<file path="src/rtl/ffb_pkg.sv">
package ffb_pkg;
   typedef enum logic {
      KIND_DEMAND   = 1'b0,
      KIND_PREFETCH = 1'b1
   } rd_kind_e;
endpackage

</file>
<file path="src/rtl/ffb_entry_store.sv">
module ffb_entry_store #(
   parameter int unsigned NUM_BUF = 4,
   parameter int unsigned TW      = 14,
   parameter int unsigned DW      = 32
) (
   input  logic                         clk,
   input  logic                         rst_n,
   input  logic                         flush,
   input  logic [TW-1:0]                lk_tag,
   input  logic [NUM_BUF-1:0]           set_en,
   input  logic [NUM_BUF-1:0]           clr_en,
   input  logic [NUM_BUF-1:0][TW-1:0]   set_tag,
   input  logic [NUM_BUF-1:0][DW-1:0]   set_dat,
   output logic [NUM_BUF-1:0]           hit_vec,
   output logic                         hit_any,
   output logic [DW-1:0]                hit_dat
);
   logic [NUM_BUF-1:0]          vld_q;
   logic [NUM_BUF-1:0][TW-1:0]  tag_q;
   logic [NUM_BUF-1:0][DW-1:0]  dat_q;

   generate
      if (NUM_BUF < 3) begin : g_bad_depth
         $error("ffb_entry_store needs at least three slots");
      end
      for (genvar g = 0; g < NUM_BUF; g++) begin : g_slot
         always_ff @(posedge clk or negedge rst_n) begin
            if (!rst_n) begin
               vld_q[g] <= 1'b0;
               tag_q[g] <= '0;
               dat_q[g] <= '0;
            end else if (flush || clr_en[g]) begin
               vld_q[g] <= 1'b0;
            end else if (set_en[g]) begin
               vld_q[g] <= 1'b1;
               tag_q[g] <= set_tag[g];
               dat_q[g] <= set_dat[g];
            end
         end
         assign hit_vec[g] = vld_q[g] && (tag_q[g] == lk_tag);
      end
   endgenerate

   assign hit_any = |hit_vec;

   always_comb begin
      hit_dat = '0;
      for (int i = NUM_BUF - 1; i >= 0; i--) begin
         if (hit_vec[i]) hit_dat = dat_q[i];
      end
   end


   flush_clears_chk: assert property (@(posedge clk) disable iff (!rst_n)
      flush |=> (vld_q == '0));
endmodule

</file>
<file path="src/rtl/ffb_rr_ptr.sv">
module ffb_rr_ptr #(
   parameter int unsigned NUM_JMP = 3,
   localparam int unsigned PW = (NUM_JMP > 1) ? $clog2(NUM_JMP) : 1
) (
   input  logic          clk,
   input  logic          rst_n,
   input  logic          clear,
   input  logic          adv,
   input  logic          shrink,
   output logic [PW-1:0] ptr
);
   logic [PW-1:0] ptr_q;
   logic [PW-1:0] last_idx;

   generate
      if (NUM_JMP < 2) begin : g_bad_jmp
         $error("ffb_rr_ptr needs at least two target slots");
      end
   endgenerate

   assign last_idx = shrink ? PW'(NUM_JMP - 2) : PW'(NUM_JMP - 1);

   always_ff @(posedge clk or negedge rst_n) begin
      if (!rst_n)          ptr_q <= '0;
      else if (clear)      ptr_q <= '0;
      else if (adv)        ptr_q <= (ptr_q >= last_idx) ? '0 : ptr_q + 1'b1;
   end

   assign ptr = ptr_q;


   rr_range_chk: assert property (@(posedge clk) disable iff (!rst_n)
      ptr_q <= last_idx);
endmodule

</file>
<file path="src/rtl/ffb_nvm_model.sv">
module ffb_nvm_model
   import ffb_pkg::*;
#(
   parameter int unsigned AW   = 16,
   parameter int unsigned DW   = 32,
   parameter logic [DW-1:0] SEED = 32'h5A5A_0000
) (
   input  logic          clk,
   input  logic          rst_n,
   input  logic          start,
   input  rd_kind_e      start_kind,
   input  logic [AW-1:0] start_addr,
   input  logic          wait1,
   input  logic          cancel,
   output logic          busy,
   output rd_kind_e      kind,
   output logic [AW-1:0] addr,
   output logic          done,
   output logic [DW-1:0] data
);
   logic          busy_q;
   logic          cnt_q;
   rd_kind_e      kind_q;
   logic [AW-1:0] addr_q;

   generate
      if (AW < 3 || DW < AW) begin : g_bad_width
         $error("ffb_nvm_model width parameters out of range");
      end
   endgenerate

   always_ff @(posedge clk or negedge rst_n) begin
      if (!rst_n) begin
         busy_q <= 1'b0;
         cnt_q  <= 1'b0;
         kind_q <= KIND_DEMAND;
         addr_q <= '0;
      end else if (start) begin
         busy_q <= 1'b1;
         cnt_q  <= wait1;
         kind_q <= start_kind;
         addr_q <= start_addr;
      end else if (cancel || done) begin
         busy_q <= 1'b0;
      end else if (busy_q) begin
         cnt_q  <= 1'b0;
      end
   end

   assign busy = busy_q;
   assign kind = kind_q;
   assign addr = addr_q;
   assign done = busy_q && !cnt_q;
   assign data = DW'(addr_q) ^ SEED;


   start_busy_chk: assert property (@(posedge clk) disable iff (!rst_n)
      start |=> busy);

   wait_hold_chk: assert property (@(posedge clk) disable iff (!rst_n)
      (busy && cnt_q && !cancel && !start) |=> (busy && done));
endmodule

</file>
<file path="src/rtl/flash_fetch_accel.sv">
module flash_fetch_accel
   import ffb_pkg::*;
#(
   parameter int unsigned AW      = 16,
   parameter int unsigned DW      = 32,
   parameter int unsigned NUM_BUF = 4,
   parameter logic [DW-1:0] SEED  = 32'h5A5A_0000
) (
   input  logic          clk,
   input  logic          rst_n,
   input  logic          cfg_wait1,
   input  logic          cfg_prefetch_en,
   input  logic          req_valid,
   input  logic [AW-1:0] req_addr,
   output logic          req_ready,
   output logic          rsp_valid,
   output logic [DW-1:0] rsp_data,
   output logic          mem_rd_strobe,
   output logic [AW-1:0] mem_rd_addr
);
   localparam int unsigned TW      = AW - 2;
   localparam int unsigned NUM_JMP = NUM_BUF - 1;
   localparam int unsigned LV_SLOT = NUM_BUF - 1;
   localparam int unsigned PF_SLOT = NUM_BUF - 2;
   localparam int unsigned PW      = (NUM_JMP > 1) ? $clog2(NUM_JMP) : 1;

   generate
      if (NUM_BUF < 3) begin : g_bad_bufs
         $error("flash_fetch_accel needs at least three buffers");
      end
   endgenerate

   logic [TW-1:0]               req_tag;
   logic                        pe_q, flush;
   logic [NUM_BUF-1:0]          hit_vec, set_en, clr_en;
   logic [NUM_BUF-1:0][TW-1:0]  set_tag;
   logic [NUM_BUF-1:0][DW-1:0]  set_dat;
   logic                        hit_any;
   logic [DW-1:0]               hit_dat;
   logic                        nvm_busy, nvm_done, nvm_cancel, nvm_start;
   rd_kind_e                    nvm_kind, start_kind;
   logic [AW-1:0]               nvm_addr;
   logic [DW-1:0]               nvm_data;
   logic                        same_inflight, abort_pf, dem_start, pf_start, fill;
   logic                        arm_q;
   logic [TW-1:0]               arm_tag_q;
   logic [PW-1:0]               rr_ptr;
   logic                        rr_adv;

   assign req_tag = req_addr[AW-1:2];
   assign flush   = (cfg_prefetch_en != pe_q);

   always_ff @(posedge clk or negedge rst_n) begin
      if (!rst_n) pe_q <= 1'b0;
      else        pe_q <= cfg_prefetch_en;
   end

   ffb_entry_store #(.NUM_BUF(NUM_BUF), .TW(TW), .DW(DW)) store_i (
      .clk(clk), .rst_n(rst_n), .flush(flush), .lk_tag(req_tag),
      .set_en(set_en), .clr_en(clr_en), .set_tag(set_tag), .set_dat(set_dat),
      .hit_vec(hit_vec), .hit_any(hit_any), .hit_dat(hit_dat)
   );

   ffb_rr_ptr #(.NUM_JMP(NUM_JMP)) rr_i (
      .clk(clk), .rst_n(rst_n), .clear(flush), .adv(rr_adv),
      .shrink(pe_q), .ptr(rr_ptr)
   );

   ffb_nvm_model #(.AW(AW), .DW(DW), .SEED(SEED)) nvm_i (
      .clk(clk), .rst_n(rst_n), .start(nvm_start), .start_kind(start_kind),
      .start_addr(mem_rd_addr), .wait1(cfg_wait1), .cancel(nvm_cancel),
      .busy(nvm_busy), .kind(nvm_kind), .addr(nvm_addr), .done(nvm_done),
      .data(nvm_data)
   );

   // request side
   assign req_ready     = req_valid && hit_any && !flush;
   assign rsp_valid     = req_ready;
   assign rsp_data      = hit_dat;

   // array scheduling: demand first, prefetch only on idle cycles
   assign same_inflight = nvm_busy && (nvm_addr[AW-1:2] == req_tag);
   assign abort_pf      = nvm_busy && (nvm_kind == KIND_PREFETCH) && req_valid
                          && !same_inflight && !flush;
   assign dem_start     = req_valid && !hit_any && !flush && !same_inflight
                          && (!nvm_busy || abort_pf);
   assign pf_start      = pe_q && !flush && arm_q && !req_valid && !nvm_busy;
   assign nvm_start     = dem_start || pf_start;
   assign nvm_cancel    = flush || abort_pf;
   assign start_kind    = dem_start ? KIND_DEMAND : KIND_PREFETCH;
   assign mem_rd_strobe = nvm_start;
   assign mem_rd_addr   = dem_start ? {req_tag, 2'b00} : {arm_tag_q, 2'b00};
   assign fill          = nvm_done && !nvm_cancel;

   // slot updates
   always_comb begin
      set_en  = '0;
      clr_en  = '0;
      set_tag = '0;
      set_dat = '0;
      rr_adv  = 1'b0;
      if (fill) begin
         if (nvm_kind == KIND_PREFETCH) begin
            set_en[PF_SLOT]  = 1'b1;
            set_tag[PF_SLOT] = nvm_addr[AW-1:2];
            set_dat[PF_SLOT] = nvm_data;
         end else begin
            set_en[LV_SLOT]  = 1'b1;
            set_tag[LV_SLOT] = nvm_addr[AW-1:2];
            set_dat[LV_SLOT] = nvm_data;
            set_en[rr_ptr]   = 1'b1;
            set_tag[rr_ptr]  = nvm_addr[AW-1:2];
            set_dat[rr_ptr]  = nvm_data;
            rr_adv           = 1'b1;
         end
      end
      if (req_ready) begin
         set_en[LV_SLOT]  = 1'b1;
         set_tag[LV_SLOT] = req_tag;
         set_dat[LV_SLOT] = hit_dat;
         if (pe_q) clr_en[PF_SLOT] = 1'b1;
      end
   end

   // prefetch arming: one target, consumed when the read starts
   always_ff @(posedge clk or negedge rst_n) begin
      if (!rst_n) begin
         arm_q     <= 1'b0;
         arm_tag_q <= '0;
      end else if (flush) begin
         arm_q     <= 1'b0;
      end else if (req_ready) begin
         arm_q     <= 1'b1;
         arm_tag_q <= req_tag + 1'b1;
      end else if (pf_start) begin
         arm_q     <= 1'b0;
      end
   end


   hit_data_chk: assert property (@(posedge clk) disable iff (!rst_n)
      req_ready |-> (rsp_data == (DW'({req_tag, 2'b00}) ^ SEED)));

   no_dup_read_chk: assert property (@(posedge clk) disable iff (!rst_n)
      (req_valid && nvm_busy && (nvm_addr[AW-1:2] == req_tag)) |-> !mem_rd_strobe);

   idle_read_pf_chk: assert property (@(posedge clk) disable iff (!rst_n)
      (mem_rd_strobe && !req_valid) |-> cfg_prefetch_en);
endmodule

</file>
<file path="config.mk">
export PLATFORM = sky130hd
export DESIGN_NAME = flash_fetch_accel
export DESIGN_NICKNAME = d
export VERILOG_FILES = /design/src/rtl/ffb_pkg.sv /design/src/rtl/ffb_entry_store.sv /design/src/rtl/ffb_rr_ptr.sv /design/src/rtl/ffb_nvm_model.sv /design/src/rtl/flash_fetch_accel.sv
export SDC_FILE = /design/constraint.sdc
export NUM_CORES = 1
export LEC_CHECK = 0
export ABC_AREA = 1
export BUFFER_PORTS_ARGS = -buffer_cell sky130_fd_sc_hd__buf_2
export CORE_MARGIN = 4
export CORE_UTILIZATION = 40
export DETAILED_ROUTE_END_ITERATION = 10
export SLEW_MARGIN = 20
export SYNTH_ARGS = -nofsm -noshare
export SYNTH_HDL_FRONTEND = slang
export SYNTH_SLANG_ARGS = --single-unit
</file>
<file path="constraint.sdc">
create_clock -name clk -period 1.9 [get_ports clk]
set_input_delay 0.19 -clock clk [delete_from_list [all_inputs] [get_ports clk]]
set_output_delay 0.19 -clock clk [all_outputs]
set_load 0.01 [all_outputs]
</file>
**Yosys cells after proc, flatten, opt, wreduce, memory -nomap -nowiden**

Cells that the tools add are included.

- Bits in registers: 225
- Output and inout port bits: 51

- Mux-type cells: 52
- Magnitude comparators: 3
- Eq/ne operators: 7
- Bitwise operators: 2
- Reduce and logical (&&, ||, !) cells: 49
- Add/subtract/negate cells: 2

Operators with widths:

| kind | count |
|---|---|
| $mux W32 | 8 |
| $bwmux W128 | 1 |
| $mux W128 | 1 |
| $eq A14 B14 Y1 | 5 |
| $demux W32 S2 | 1 |
| $mux W64 | 1 |
| $bwmux W56 | 1 |
| $mux W14 | 4 |
| $mux W56 | 1 |
| $demux W14 S2 | 1 |
| $mux W28 | 1 |
| $mux W1 | 24 |
| $logic_and A1 B1 Y1 | 22 |
| $mux W16 | 1 |
| $add A14 B1 Y14 const B | 1 |
| $reduce_bool A2 Y1 | 7 |
| $reduce_and A2 Y1 | 6 |
| $mux W2 | 5 |
| $logic_not A1 Y1 | 7 |
| $logic_or A1 B1 Y1 | 5 |
| $mux W4 | 1 |
| $reduce_or A4 Y1 | 1 |
| $lt A2 B3 Y1 const B | 1 |
| $reduce_bool A3 Y1 | 1 |
| other kinds (7) | 8 |

**Depth between registers and ports, before layout**

- Word-level depth: 12
- Gate-level depth with buffers: 16

**Cells and area by module**

A second synthesis with hierarchy kept.

- Cell total of the unflattened synthesis: 1,826
- Area total of the unflattened synthesis: 14,341.3 um^2

Modules (own cells, without submodules):

| module | instances | sequential area each (um^2) | area each (um^2) | cells an instance |
|---|---|---|---|---|
| ffb_entry_store | 1 | 4,704.5 | 9,570.4 | 1,073 |
| flash_fetch_accel | 1 | 400.4 | 3,612.2 | 614 |
| ffb_nvm_model | 1 | 475.5 | 1,006.0 | 119 |
| ffb_rr_ptr | 1 | 50.0 | 152.6 | 20 |

**Worst setup path after synthesis**

Ideal clock, no wire load.

- Kind: register -> output
- From: reg pe_q
- To: out mem_rd_addr[10]
- Data required time: 1,710 ps
- Buffers on the path: 1
- Slack: -282 ps
- Stages on the path, launching flop included: 9
- Arrival time: 1,992 ps
- Cell sequence: dfrtp_1 ha_1 nor2_1 o21ai_0 a21oi_2 nand3_4 buf_2 nand2_1 and2_1

- Longest elaborated chain between the ends: 6
- Elaborated cells on any way between the ends: 8

Ends and longest elaborated chain:

| element | line | text |
|---|---|---|
| start: declaration | flash_fetch_accel.sv:34 | `logic pe_q, flush;` |
| start signal: assignment | flash_fetch_accel.sv:55 | `else pe_q <= cfg_prefetch_en;` |
| $ne A1 B1 Y1 (*) | flash_fetch_accel.sv:51 | `assign flush = (cfg_prefetch_en != pe_q);` |
| $logic_not A1 Y1 (*) | flash_fetch_accel.sv:84, flash_fetch_accel.sv:85 |  |
| $logic_and A1 B1 Y1, on equally long branches | flash_fetch_accel.sv:85, flash_fetch_accel.sv:84 |  |
| $logic_and A1 B1 Y1 / $logic_or A1 B1 Y1 (equally long branches) | flash_fetch_accel.sv:85, flash_fetch_accel.sv:86 |  |
| $logic_and A1 B1 Y1 (*) | flash_fetch_accel.sv:86 | `&& (!nvm_busy \|\| abort_pf);` |
| $mux W16 (*) | flash_fetch_accel.sv:92 | `assign mem_rd_addr = dem_start ? {req_tag, 2'b00} : {arm_tag_q, 2'b00};` |
| end: declaration | flash_fetch_accel.sv:19 | `output logic [AW-1:0] mem_rd_addr` |

Every way passes the cells marked *; elsewhere a longest branch is shown, timed or not.

==> results.md <==
- Routed Antenna Nets: 0
- Worst setup margin: -0.679 ns
- Grt met2 use: 0.487
- Largest family of logic cells by synthesized area: simple AND/OR/NAND/NOR gates
- Final min period: 2.58 ns
- Worst R2R End: nvm_i.addr[5]
- Setup tns final: -60.84 ns
- Num CTS Buffers: 17
- Synth warn: 0
- Max-slew violations: 0
- Die ar.: 25000 µm²
- Maxcap violations: 0
- DRC Markers: 0
- # port buffers: 67
- Mux share of post-synthesis cell area: 0
- Sink Count: 130
- Pwr Density: 901 nW/µm²
- 1st-iter DRT viols: 1211
- Met1 usage: 0.428
- Max Clock Freq: 0.388 GHz
- Status: finished with violations
- R2r worst-path depth: 16
- Simple-Gate Fraction of Synth Area: 0.432
- Main flop type after synthesis: dfrtp_1
- Unrepaired setup endpoints after global routing: true
- Clk_lat worst skew: 0.43 ns
- Final Cell Area: 14200 µm²
- Number of flops mapped to enable cells by yosys: 0
- IO Pins: 72
- Setup slack, reg-to-reg: -0.40 ns
- Post-Layout Cell Count: 2056
- Synth top area share: 0.361
- Met3 Track Usage GR: 0.0662
- Reg clk slew, reported paths: 0.07 ns
- Synth Area in XOR/XNOR: 0.0212
- Total GRT Usage: 0.314
- GR peak layer: met2
- Crit. Startpoint: store_i.dat_q[38]
- Vias in the first global route: 10600
- First-pass GRT wire length: 59700 µm
- Final net count: 1791
- Post-placement cell area: 11500 µm²
- Chip Width: 158 µm
- TritonCTS clock tree: done
- Die height: 158 µm
- Post-synthesis cell type count: 31
- Pre-Repair DR Iteration Count: 6
- DP Wirelength: 26300 µm
- Complex-gate fraction of the synthesized area: 0.0687
- Share of synthesized registers carrying an async set or reset: 1.00
- Sequential area share after synthesis: 0.361
- DP Worst Slack: -0.401 ns
- CP endpoint kind: output port
- Final Setup Violations: 172
- Hold_ws: 0.207 ns
- Clk root buf: clkbuf_16
- Final Hold Fails: 0
- Synth Register Bits: 130
- R2r startpoint: store_i.dat_q[38]
- Failing checks: negative setup slack
- Grt ovf: 0
- Clock Tree Buf Depth: 2
- Post-Synth Adder-Cell Area: 0.00971
- Top cells by area, synth: dfrtp_1, nand2_1, nand3_1, nor2_1, inv_1
- Count leader, synth: nand2_1
- Layout cells sized above 1: 0.411
- Synth area leader: dfrtp_1
- CTS H-tree depth: 4
- Largest net degree at the start of global routing: 48
- Leakage Power: 7.56 nW
- Core area: 22000 µm²
- Antenna cell count: 0
- Post-synth top cells: nand2_1, nor2_1, nand3_1, inv_1, dfrtp_1
- Startpoint types: flip-flop
- Largest fanout on the critical path: 8
- Placer Congestion: 1.03
- Avg Inst Size Synth: 6.33 µm²
- Area Growth Syn to Fin: 57.8%
- DP Cell Count: 1953
- Total power: 12.8 mW
- Arr. time, crit path: 2.39 ns
- Tcrit/Tclk final: 1.36
- Worst Hold Path Cells: 4
- Via/cell ratio: 5.41
- Critical path required time: 1.71 ns
- CP Capture Point: mem_rd_addr[2]
- Initial antenna violation count: 0
- Synthesized area: 9020 µm²
- Post-Route WL: 39800 µm
- Critical path type: flip-flop to output port
- Routed len/inst: 19.4 µm
- Via count: 11100
- Gate Count Post-Synth: 1425
- Worst vdd ir: 0.721 mV
- Worst Skew: 0.0117 ns
- Hold Crit Class: primary input to flip-flop
- Final core utilization: 0.646
- Row cnt: 54
- Starting Density: 0.409
cells in the final DEF (no fill, tap or decap), types with 4 or more instances in the layout:
cell / n
nand3_4: 8
xnor2_1: 5
dfrtp_1: 128
nand2_2: 66
a21oi_2: 28
nand3_2: 62
ha_1: 6
nand3_1: 97
clkbuf_16: 21
clkinv_2: 5
inv_1: 117
o21ai_1: 19
a21oi_1: 26
nand4_1: 36
nand2_4: 13
buf_16: 7
buf_4: 245
xor2_1: 12
nand2_1: 409
buf_2: 52
clkinv_4: 4
nor2_4: 23
nor2_2: 42
and2_4: 9
inv_2: 43
o21ai_2: 6
nor2_1: 134
xnor2_2: 4
buf_12: 32
buf_6: 38
o21ai_0: 42
and2_1: 5
area by class of cell:
cell class,instances,area (µm²)
clock buffers,19,443
clock inverters,13,113
fillers,1885,7790
inverters,164,641
multi-input cells,1065,5870
flip-flops and latches,130,3260
well taps,280,350
repair buffers,384,3550
repair inverters,1,11.3
kinds of logic after synthesis:
kind of cell / Yosys count
simple gates: 911
buf+inv: 232
flops: 130
compound gates: 123
xor+xnor: 21
fa+ha+maj: 7
other cells: 1
worst min-delay path by stage:
stage / start / endpoint / slack (ns)
3_5_place_dp: rst_n / store_i.dat_q[113] / 0.17
2_1_floorplan: rst_n / arm_q / -0.11
4_1_cts: req_addr[10] / store_i.tag_q[50] / 0.20
5_1_grt: req_addr[2] / store_i.tag_q[42] / 0.23
6_report: req_addr[10] / store_i.tag_q[50] / 0.21
3_3_place_gp: rst_n / store_i.dat_q[113] / 0.16
metal layers:
metal	up-vias	routed length, µm
met3	121	3830
met4	2	1650
met5	-	68
met2	587	17900
met1	5236	16300
li1	5169	-
power by group:
part | switching [mW] | internal [mW]
Combinational | 2.78 | 2.49
Clock | 1.36 | 1.83
Sequential | 0.819 | 3.55
critical path: stages, from the launching register on:
cell and delay, ns:
dfrtp_1 0.40, inv_2 0.07, nand2_2 0.07, nand2_2 0.08
nor2_1 0.04, nand2_1 0.08, nor2_1 0.05, nand2_2 0.16
nand2_4 0.09, nor2_4 0.24, nand3_4 0.26, nand2_2 0.15
and2_1 0.13, buf_2 0.13
registers in the layout, summed over array words and instances (netlist names):
name / count
nvm_i.addr: 14
store_i.vld_q: 4
nvm_i.cnt_q: 1
store_i.tag_q: 27
arm_tag_q: 14
nvm_i.busy: 1
pe_q: 1
store_i.dat_q: 64
arm_q: 1
rr_i.ptr: 2
nvm_i.kind: 1
what timing repair did:
action	CTS	global route
hold endpoints to repair	40	0
setup endpoints to repair	169	178
setup buffers	25	33
resized for setup	207	198
gates cloned	10	5
hold buffers	3	0
pin swaps	86	79
Note: power is estimated with default switching activity, not from simulation.
